===== config.mk =====
export PLATFORM = sky130hd
export DESIGN_NAME = cfg_upload_seq
export DESIGN_NICKNAME = d
export VERILOG_FILES = /design/src/rtl/cfg_upload_pkg.sv /design/src/rtl/cus_wait_timer.sv /design/src/rtl/cus_status_chk.sv /design/src/rtl/cus_attempt_ctr.sv /design/src/rtl/cfg_upload_seq.sv
export SDC_FILE = /design/constraint.sdc
export NUM_CORES = 1
export LEC_CHECK = 0
export BUFFER_PORTS_ARGS = -buffer_cell sky130_fd_sc_hd__buf_2
export CAP_MARGIN = 40
export CORE_MARGIN = 2
export CORE_UTILIZATION = 45
export CTS_BUF_LIST = sky130_fd_sc_hd__clkbuf_8
export CTS_CLUSTER_DIAMETER = 80
export DETAILED_ROUTE_END_ITERATION = 7
export PLACE_DENSITY = 0.83
export SLEW_MARGIN = 5
export SYNTH_ARGS = -nofsm -noshare
export SYNTH_HDL_FRONTEND = slang
export SYNTH_SLANG_ARGS = --single-unit

===== constraint.sdc =====
create_clock -name clk_i -period 2.55 [get_ports clk_i]
set_input_delay 0.765 -clock clk_i [delete_from_list [all_inputs] [get_ports clk_i]]
set_output_delay 0.765 -clock clk_i [all_outputs]
set_load 0.02 [all_outputs]

===== src/rtl/cfg_upload_pkg.sv =====
package cfg_upload_pkg;
  localparam int unsigned WORD_W     = 32;
  localparam int unsigned WORD_BYTES = 4;

  typedef enum logic [3:0] {
    ST_IDLE, ST_INH_RD, ST_INH_WR, ST_DRAIN, ST_RST_WR,
    ST_RST_WAIT, ST_IMG_WR, ST_STAT_RD, ST_FIN
  } seq_state_e;

  typedef enum logic [1:0] {
    RES_OK      = 2'd0,
    RES_INHIBIT = 2'd1,
    RES_IO      = 2'd2
  } seq_result_e;

  typedef struct packed {
    logic cfg_ok;
    logic crc_local;
    logic id_bad;
    logic crc_global;
  } stat_flags_t;
endpackage


===== src/rtl/cus_wait_timer.sv =====
module cus_wait_timer #(
  parameter int unsigned TW = 10
) (
  input  logic          clk_i,
  input  logic          rst_ni,
  input  logic          run_i,
  input  logic          tick_i,
  input  logic [TW-1:0] limit_i,
  output logic          expire_o
);
  logic [TW-1:0] cnt_q;

  always_ff @(posedge clk_i or negedge rst_ni) begin
    if (!rst_ni)      cnt_q <= '0;
    else if (!run_i)  cnt_q <= '0;
    else if (tick_i)  cnt_q <= cnt_q + 1'b1;
  end

  // limit_i + 1 ticks: the first tick may arrive right after entry
  assign expire_o = run_i && tick_i && (cnt_q == limit_i);
endmodule


===== src/rtl/cus_status_chk.sv =====
module cus_status_chk
  import cfg_upload_pkg::*;
#(
  parameter int unsigned OK_BIT   = 31,
  parameter int unsigned LCRC_BIT = 30,
  parameter int unsigned ID_BIT   = 29,
  parameter int unsigned GCRC_BIT = 28
) (
  input  logic [WORD_W-1:0] word_i,
  output logic              pass_o
);
  stat_flags_t flags;

  always_comb begin
    flags.cfg_ok     = word_i[OK_BIT];
    flags.crc_local  = word_i[LCRC_BIT];
    flags.id_bad     = word_i[ID_BIT];
    flags.crc_global = word_i[GCRC_BIT];
    pass_o = flags.cfg_ok && !flags.crc_local && !flags.id_bad && !flags.crc_global;
  end
endmodule


===== src/rtl/cus_attempt_ctr.sv =====
module cus_attempt_ctr #(
  parameter int unsigned MAX_TRY = 10,
  localparam int unsigned FW = $clog2(MAX_TRY + 1)
) (
  input  logic          clk_i,
  input  logic          rst_ni,
  input  logic          clear_i,
  input  logic          bump_i,
  output logic [FW-1:0] count_o,
  output logic          last_o
);
  logic [FW-1:0] cnt_q;

  always_ff @(posedge clk_i or negedge rst_ni) begin
    if (!rst_ni)                               cnt_q <= '0;
    else if (clear_i)                          cnt_q <= '0;
    else if (bump_i && cnt_q != FW'(MAX_TRY))  cnt_q <= cnt_q + 1'b1;
  end

  assign count_o = cnt_q;
  assign last_o  = (cnt_q == FW'(MAX_TRY - 1));
endmodule


===== src/rtl/cfg_upload_seq.sv =====
module cfg_upload_seq
  import cfg_upload_pkg::*;
#(
  parameter int unsigned   AW          = 21,
  parameter int unsigned   LW          = 16,
  parameter int unsigned   NPORT       = 5,
  parameter int unsigned   DRAIN_US    = 500,
  parameter int unsigned   RESET_US    = 1000,
  parameter int unsigned   MAX_TRY     = 10,
  parameter int unsigned   RST_BIT_STD = 3,
  parameter int unsigned   RST_BIT_ALT = 2,
  parameter logic [AW-1:0] PORT_ADDR   = 'h11,
  parameter logic [AW-1:0] RST_ADDR    = 'h100440,
  parameter logic [AW-1:0] CFG_ADDR    = 'h20000,
  parameter logic [AW-1:0] STAT_ADDR   = 'h1,
  localparam int unsigned  TW = $clog2(((DRAIN_US > RESET_US) ? DRAIN_US : RESET_US) + 1),
  localparam int unsigned  FW = $clog2(MAX_TRY + 1)
) (
  input  logic              clk_i,
  input  logic              rst_ni,
  input  logic              start_i,
  input  logic              variant_i,
  input  logic [NPORT-1:0]  port_mask_i,
  input  logic [LW-1:0]     img_len_i,
  input  logic              us_tick_i,
  output logic              cmd_valid_o,
  output logic              cmd_write_o,
  output logic [AW-1:0]     cmd_addr_o,
  output logic [WORD_W-1:0] cmd_wdata_o,
  output logic [LW-1:0]     cmd_len_o,
  input  logic              cmd_done_i,
  input  logic              cmd_err_i,
  input  logic [WORD_W-1:0] cmd_rdata_i,
  output logic              busy_o,
  output logic              done_o,
  output logic [1:0]        err_code_o,
  output logic [FW-1:0]     fail_cnt_o
);
  seq_state_e        st_q, st_d;
  seq_result_e       res_q;
  logic [NPORT-1:0]  mask_q;
  logic              variant_q;
  logic [LW-1:0]     img_len_q;
  logic [WORD_W-1:0] inh_word_q;
  logic [WORD_W-1:0] rst_word;

  logic accept, wait_run, wait_done, stat_pass, try_fail, try_last, inh_fail;
  logic [TW-1:0] wait_limit;

  assign accept    = (st_q == ST_IDLE) && start_i;
  assign wait_run  = (st_q == ST_DRAIN) || (st_q == ST_RST_WAIT);
  assign wait_limit = (st_q == ST_DRAIN) ? TW'(DRAIN_US) : TW'(RESET_US);
  assign inh_fail  = cmd_done_i && cmd_err_i && ((st_q == ST_INH_RD) || (st_q == ST_INH_WR));
  assign try_fail  = cmd_done_i &&
                     ((cmd_err_i && (st_q inside {ST_RST_WR, ST_IMG_WR, ST_STAT_RD})) ||
                      ((st_q == ST_STAT_RD) && !stat_pass));
  assign rst_word  = WORD_W'(1) << (variant_q ? RST_BIT_ALT : RST_BIT_STD);

  cus_wait_timer #(.TW(TW)) u_timer (
    .clk_i   (clk_i),
    .rst_ni  (rst_ni),
    .run_i   (wait_run),
    .tick_i  (us_tick_i),
    .limit_i (wait_limit),
    .expire_o(wait_done)
  );

  cus_status_chk u_stat (
    .word_i(cmd_rdata_i),
    .pass_o(stat_pass)
  );

  cus_attempt_ctr #(.MAX_TRY(MAX_TRY)) u_tries (
    .clk_i  (clk_i),
    .rst_ni (rst_ni),
    .clear_i(accept),
    .bump_i (try_fail),
    .count_o(fail_cnt_o),
    .last_o (try_last)
  );

  always_comb begin
    st_d = st_q;
    case (st_q)
      ST_IDLE:     if (start_i) st_d = ST_INH_RD;
      ST_INH_RD:   if (cmd_done_i) st_d = cmd_err_i ? ST_FIN : ST_INH_WR;
      ST_INH_WR:   if (cmd_done_i) st_d = cmd_err_i ? ST_FIN : ST_DRAIN;
      ST_DRAIN:    if (wait_done) st_d = ST_RST_WR;
      ST_RST_WR:   if (cmd_done_i && !cmd_err_i) st_d = ST_RST_WAIT;
      ST_RST_WAIT: if (wait_done) st_d = ST_IMG_WR;
      ST_IMG_WR:   if (cmd_done_i && !cmd_err_i) st_d = ST_STAT_RD;
      ST_STAT_RD:  if (cmd_done_i && !cmd_err_i && stat_pass) st_d = ST_FIN;
      ST_FIN:      st_d = ST_IDLE;
      default:     st_d = ST_IDLE;
    endcase
    if (try_fail) st_d = try_last ? ST_FIN : ST_RST_WR;
  end

  always_ff @(posedge clk_i or negedge rst_ni) begin
    if (!rst_ni) begin
      st_q       <= ST_IDLE;
      res_q      <= RES_OK;
      mask_q     <= '0;
      variant_q  <= 1'b0;
      img_len_q  <= '0;
      inh_word_q <= '0;
    end else begin
      st_q <= st_d;
      if (accept) begin
        res_q     <= RES_OK;
        mask_q    <= port_mask_i;
        variant_q <= variant_i;
        img_len_q <= img_len_i;
      end
      if ((st_q == ST_INH_RD) && cmd_done_i && !cmd_err_i)
        inh_word_q <= cmd_rdata_i | WORD_W'(mask_q);
      if (inh_fail)             res_q <= RES_INHIBIT;
      if (try_fail && try_last) res_q <= RES_IO;
    end
  end

  always_comb begin
    cmd_valid_o = 1'b0;
    cmd_write_o = 1'b0;
    cmd_addr_o  = '0;
    cmd_wdata_o = '0;
    cmd_len_o   = LW'(WORD_BYTES);
    case (st_q)
      ST_INH_RD: begin
        cmd_valid_o = 1'b1;
        cmd_addr_o  = PORT_ADDR;
      end
      ST_INH_WR: begin
        cmd_valid_o = 1'b1;
        cmd_write_o = 1'b1;
        cmd_addr_o  = PORT_ADDR;
        cmd_wdata_o = inh_word_q;
      end
      ST_RST_WR: begin
        cmd_valid_o = 1'b1;
        cmd_write_o = 1'b1;
        cmd_addr_o  = RST_ADDR;
        cmd_wdata_o = rst_word;
      end
      ST_IMG_WR: begin
        cmd_valid_o = 1'b1;
        cmd_write_o = 1'b1;
        cmd_addr_o  = CFG_ADDR;
        cmd_len_o   = img_len_q;
      end
      ST_STAT_RD: begin
        cmd_valid_o = 1'b1;
        cmd_addr_o  = STAT_ADDR;
      end
      default: ;
    endcase
  end

  assign busy_o     = (st_q != ST_IDLE);
  assign done_o     = (st_q == ST_FIN);
  assign err_code_o = res_q;
endmodule



==> qor.yml <==
placed_area_mm2: 0.00451
worstPathRequired_ns: 1.79
n_fill_cell: 703
htree_levels: 3
status: "finished, final reports clean"
post-route-period-util_pct: 97.2
dr.pass1.iters: 4
overflow: 0
antenna_found_initial: 0
arrival_ns: 1.71
startpoint_type: "flop"
ant_nets: 0
cts_buffer_depth: 2
ys_types: 50
seqCellArea_mm2: 0.00186
row_count: 33
clock_skew_ns: 0.0128
relSlewSlack_pct: 60.0
rsz0062_at_grt: "yes"
routed_wl_mm: 8.62
fp.dieW_um: 96.7
cp_max_fo: 8
drive_above_1_share_pct: 46.6
synth_edf_count: 0
p_comb_share_pct: 42.9
drt_iter0_drc: 126
hold_viol: 0
synth_top_area_share_pct: 47.9
netlist_top_cells_count: "dfrtp_1 (74), and2_1 (48), mux2_2 (48)"
leakage_nw: 2.44
clk_latency_ns: 0.34
worstMarginPinSlew_ns: 0.595
async_flop_share_pct: 100
track_usage_pct: 18.0
multi_input_area_mm2: 0.00182
setup_viol: 0
ys.flop_type: "dfrtp_1"
wl_per_cell_um: 14.5
reg2reg_depth: 7
place.port_buffers: 123
syn-cell-area_mm2: 0.00387
grt_pass1_wl_mm: 14.0
end_kind: "output pin"
yosysSeqAreaShare_pct: 47.9
chipHeight_um: 96.7
yosysTopAreaCell: "dfrtp_1"
num_antenna_cells: 0
ios: 139
slew_violations: 0
synth-seq-cells: 74
ys_top_cells_by_area: "dfrtp_1 (48%), mux2_2 (14%), and2_1 (7.8%)"
cap_violations: 0
grt_max_degree: 42
max_freq_mhz: 403
synthCells: 353
synth_warnings: 0
remaining_drc_errors: 0
p_switching_mw: 1.91
grt_pass1_vias: 2988
timing.rr.end: "u_tries.count_o[0]"
clock-root-buffer: "clkbuf_8"
nets: 551
syn2layout_area_growth_pct: 26.4
layout.cells.non_filler: 596
intPower_mw: 3.17
crit_type: "flop to output pin"
start_util_pct: 46.8
hold_class: "primary input to async pin"
gp_congestion: 0.854
power_frac_seq_pct: 38.3
vias_per_cell: 4.97
p_clk_share_pct: 18.8
period_minus_slack_ns: 2.48
vias: 2961
clkTransAtPathRegs_ns: 0.09
cts_tree: "done"
fp.dieArea_mm2: 0.00935
vdd_drop_max_mv: 0.734
hold_buffers: 0
dp_hpwl_mm: 6.11
placed_cells: 570
netSwitchingFraction_pct: 37.6
coreArea_mm2: 0.00826
synth.most_common_cell: "dfrtp_1"
syn_avg_cell_area_um2: 11.0
powerDensity_mw_per_mm2: 1040
cts_sinks: 74
r2r_slack_ns: 0.43
cts_buffers: 9
setup_tns_ns: 0
rr_startpoint: "st_q[3]"
final_area_mm2: 0.00489
-- worst max-delay path by stage --
stage | end | slack, ns | from | depth (start not counted)
after floorplan | cmd_wdata_o[2] | 0.12 | st_q[0] | 3
after global placement | st_q[0] | 0.25 | cmd_rdata_i[30] | 7
after detailed placement | st_q[0] | 0.21 | cmd_rdata_i[30] | 7
after CTS | cmd_len_o[11] | 0.03 | st_q[3] | 5
after global routing | cmd_wdata_o[2] | -0.01 | st_q[0] | 5
final | cmd_wdata_o[2] | 0.07 | st_q[3] | 5
-- registers in the layout, summed over array words and instances (netlist names) --
signal           count
inh_word_q          32
img_len_q           16
u_timer.cnt_q       10
mask_q               5
st_q                 4
u_tries.count_o      4
err_code_o           2
variant_q            1
-- power groups by stage --
stage | Clock (mW) | Sequential [mW] | Combinational, mW
after floorplan | 0 | 1.89 | 1.57
after global placement | 0 | 1.92 | 1.97
after detailed placement | 0 | 1.96 | 2.04
after CTS | 0.984 | 1.94 | 2.06
after global routing | 1.03 | 2.02 | 2.39
final | 0.953 | 1.95 | 2.18
-- cells by family after synthesis --
kind of cell,count (synthesis),synth area share (%)
adders and majority gates,5,1.62
other,1,0.0970
AOI/OAI and AO/OA,30,5.66
xor gates and xnor gates,14,3.17
and+or+nand+nor,135,19.5
buffers and inverters,43,7.25
DFF,74,47.9
muxes,51,14.8
-- worst max-delay path, stage by stage, from the launching register on --
cell	delay [ns]
dfrtp_2	0.46
buf_4	0.17
nor3_4	0.26
buf_6	0.19
a22o_1	0.17
buf_6	0.12
-- metal layers --
layer | part of all wire, % | vias up | wire (um) | global-route usage, %
met2 | 50 | 89 | 4320 | 31.4
met3 | 5.5 | 14 | 471 | 4.12
met5 | 0 | - | 0 | 0
met4 | 2.0 | 0 | 171 | 7.26
met1 | 42 | 1431 | 3650 | 21.6
li1 | - | 1427 | - | -
-- cell usage in the layout, fill, tap and decap left out, drive strengths merged, types with 2 or more instances in the layout --
| cell type | count |
|---|---|
| a21oi | 6 |
| and2 | 48 |
| nor4bb | 3 |
| nor3 | 6 |
| nor3b | 2 |
| nand4 | 5 |
| or3 | 2 |
| clkinv | 2 |
| xor2 | 7 |
| inv | 11 |
| dfrtp | 74 |
| conb | 15 |
| nand3 | 8 |
| a211oi | 2 |
| nand2 | 24 |
| clkbuf | 10 |
| nand2b | 3 |
| o21ai | 12 |
| nor2 | 27 |
| buf | 142 |
| mux2 | 50 |
| ha | 5 |
| a22o | 2 |
| xnor2 | 7 |
-- timing repair --
action | CTS | global route
resized for setup | 6 | 32
endpoints found under the hold margin | 0 | 0
endpoints found under the setup margin | 50 | 47
setup buffers | 0 | 7
gates cloned | 0 | 3
pin swaps | 0 | 2
-- per-stage QoR --
step / total power [mW] / hold WS [ns] / util [%] / setup WS [ns]
after global placement: 3.89 / 0.454 / 54.6 / 0.255
final: 5.08 / 0.359 / 59.2 / 0.0710
after floorplan: 3.46 / 0.442 / - / 0.116
after detailed placement: 4.00 / 0.465 / 54.6 / 0.207
after global routing: 5.44 / 0.381 / 59.2 / -0.00991
after CTS: 4.99 / 0.366 / 57.3 / 0.0263
-- area by class of cell --
class,count,area share (%)
flip-flops and latches,74,38.0
multi-input cells,250,37.2
repair buffers,142,17.2
clock buffers,10,2.82
well taps,105,2.69
clock inverters,6,1.48
inverters,9,0.691
Note: power is estimated with default switching activity, not from simulation.
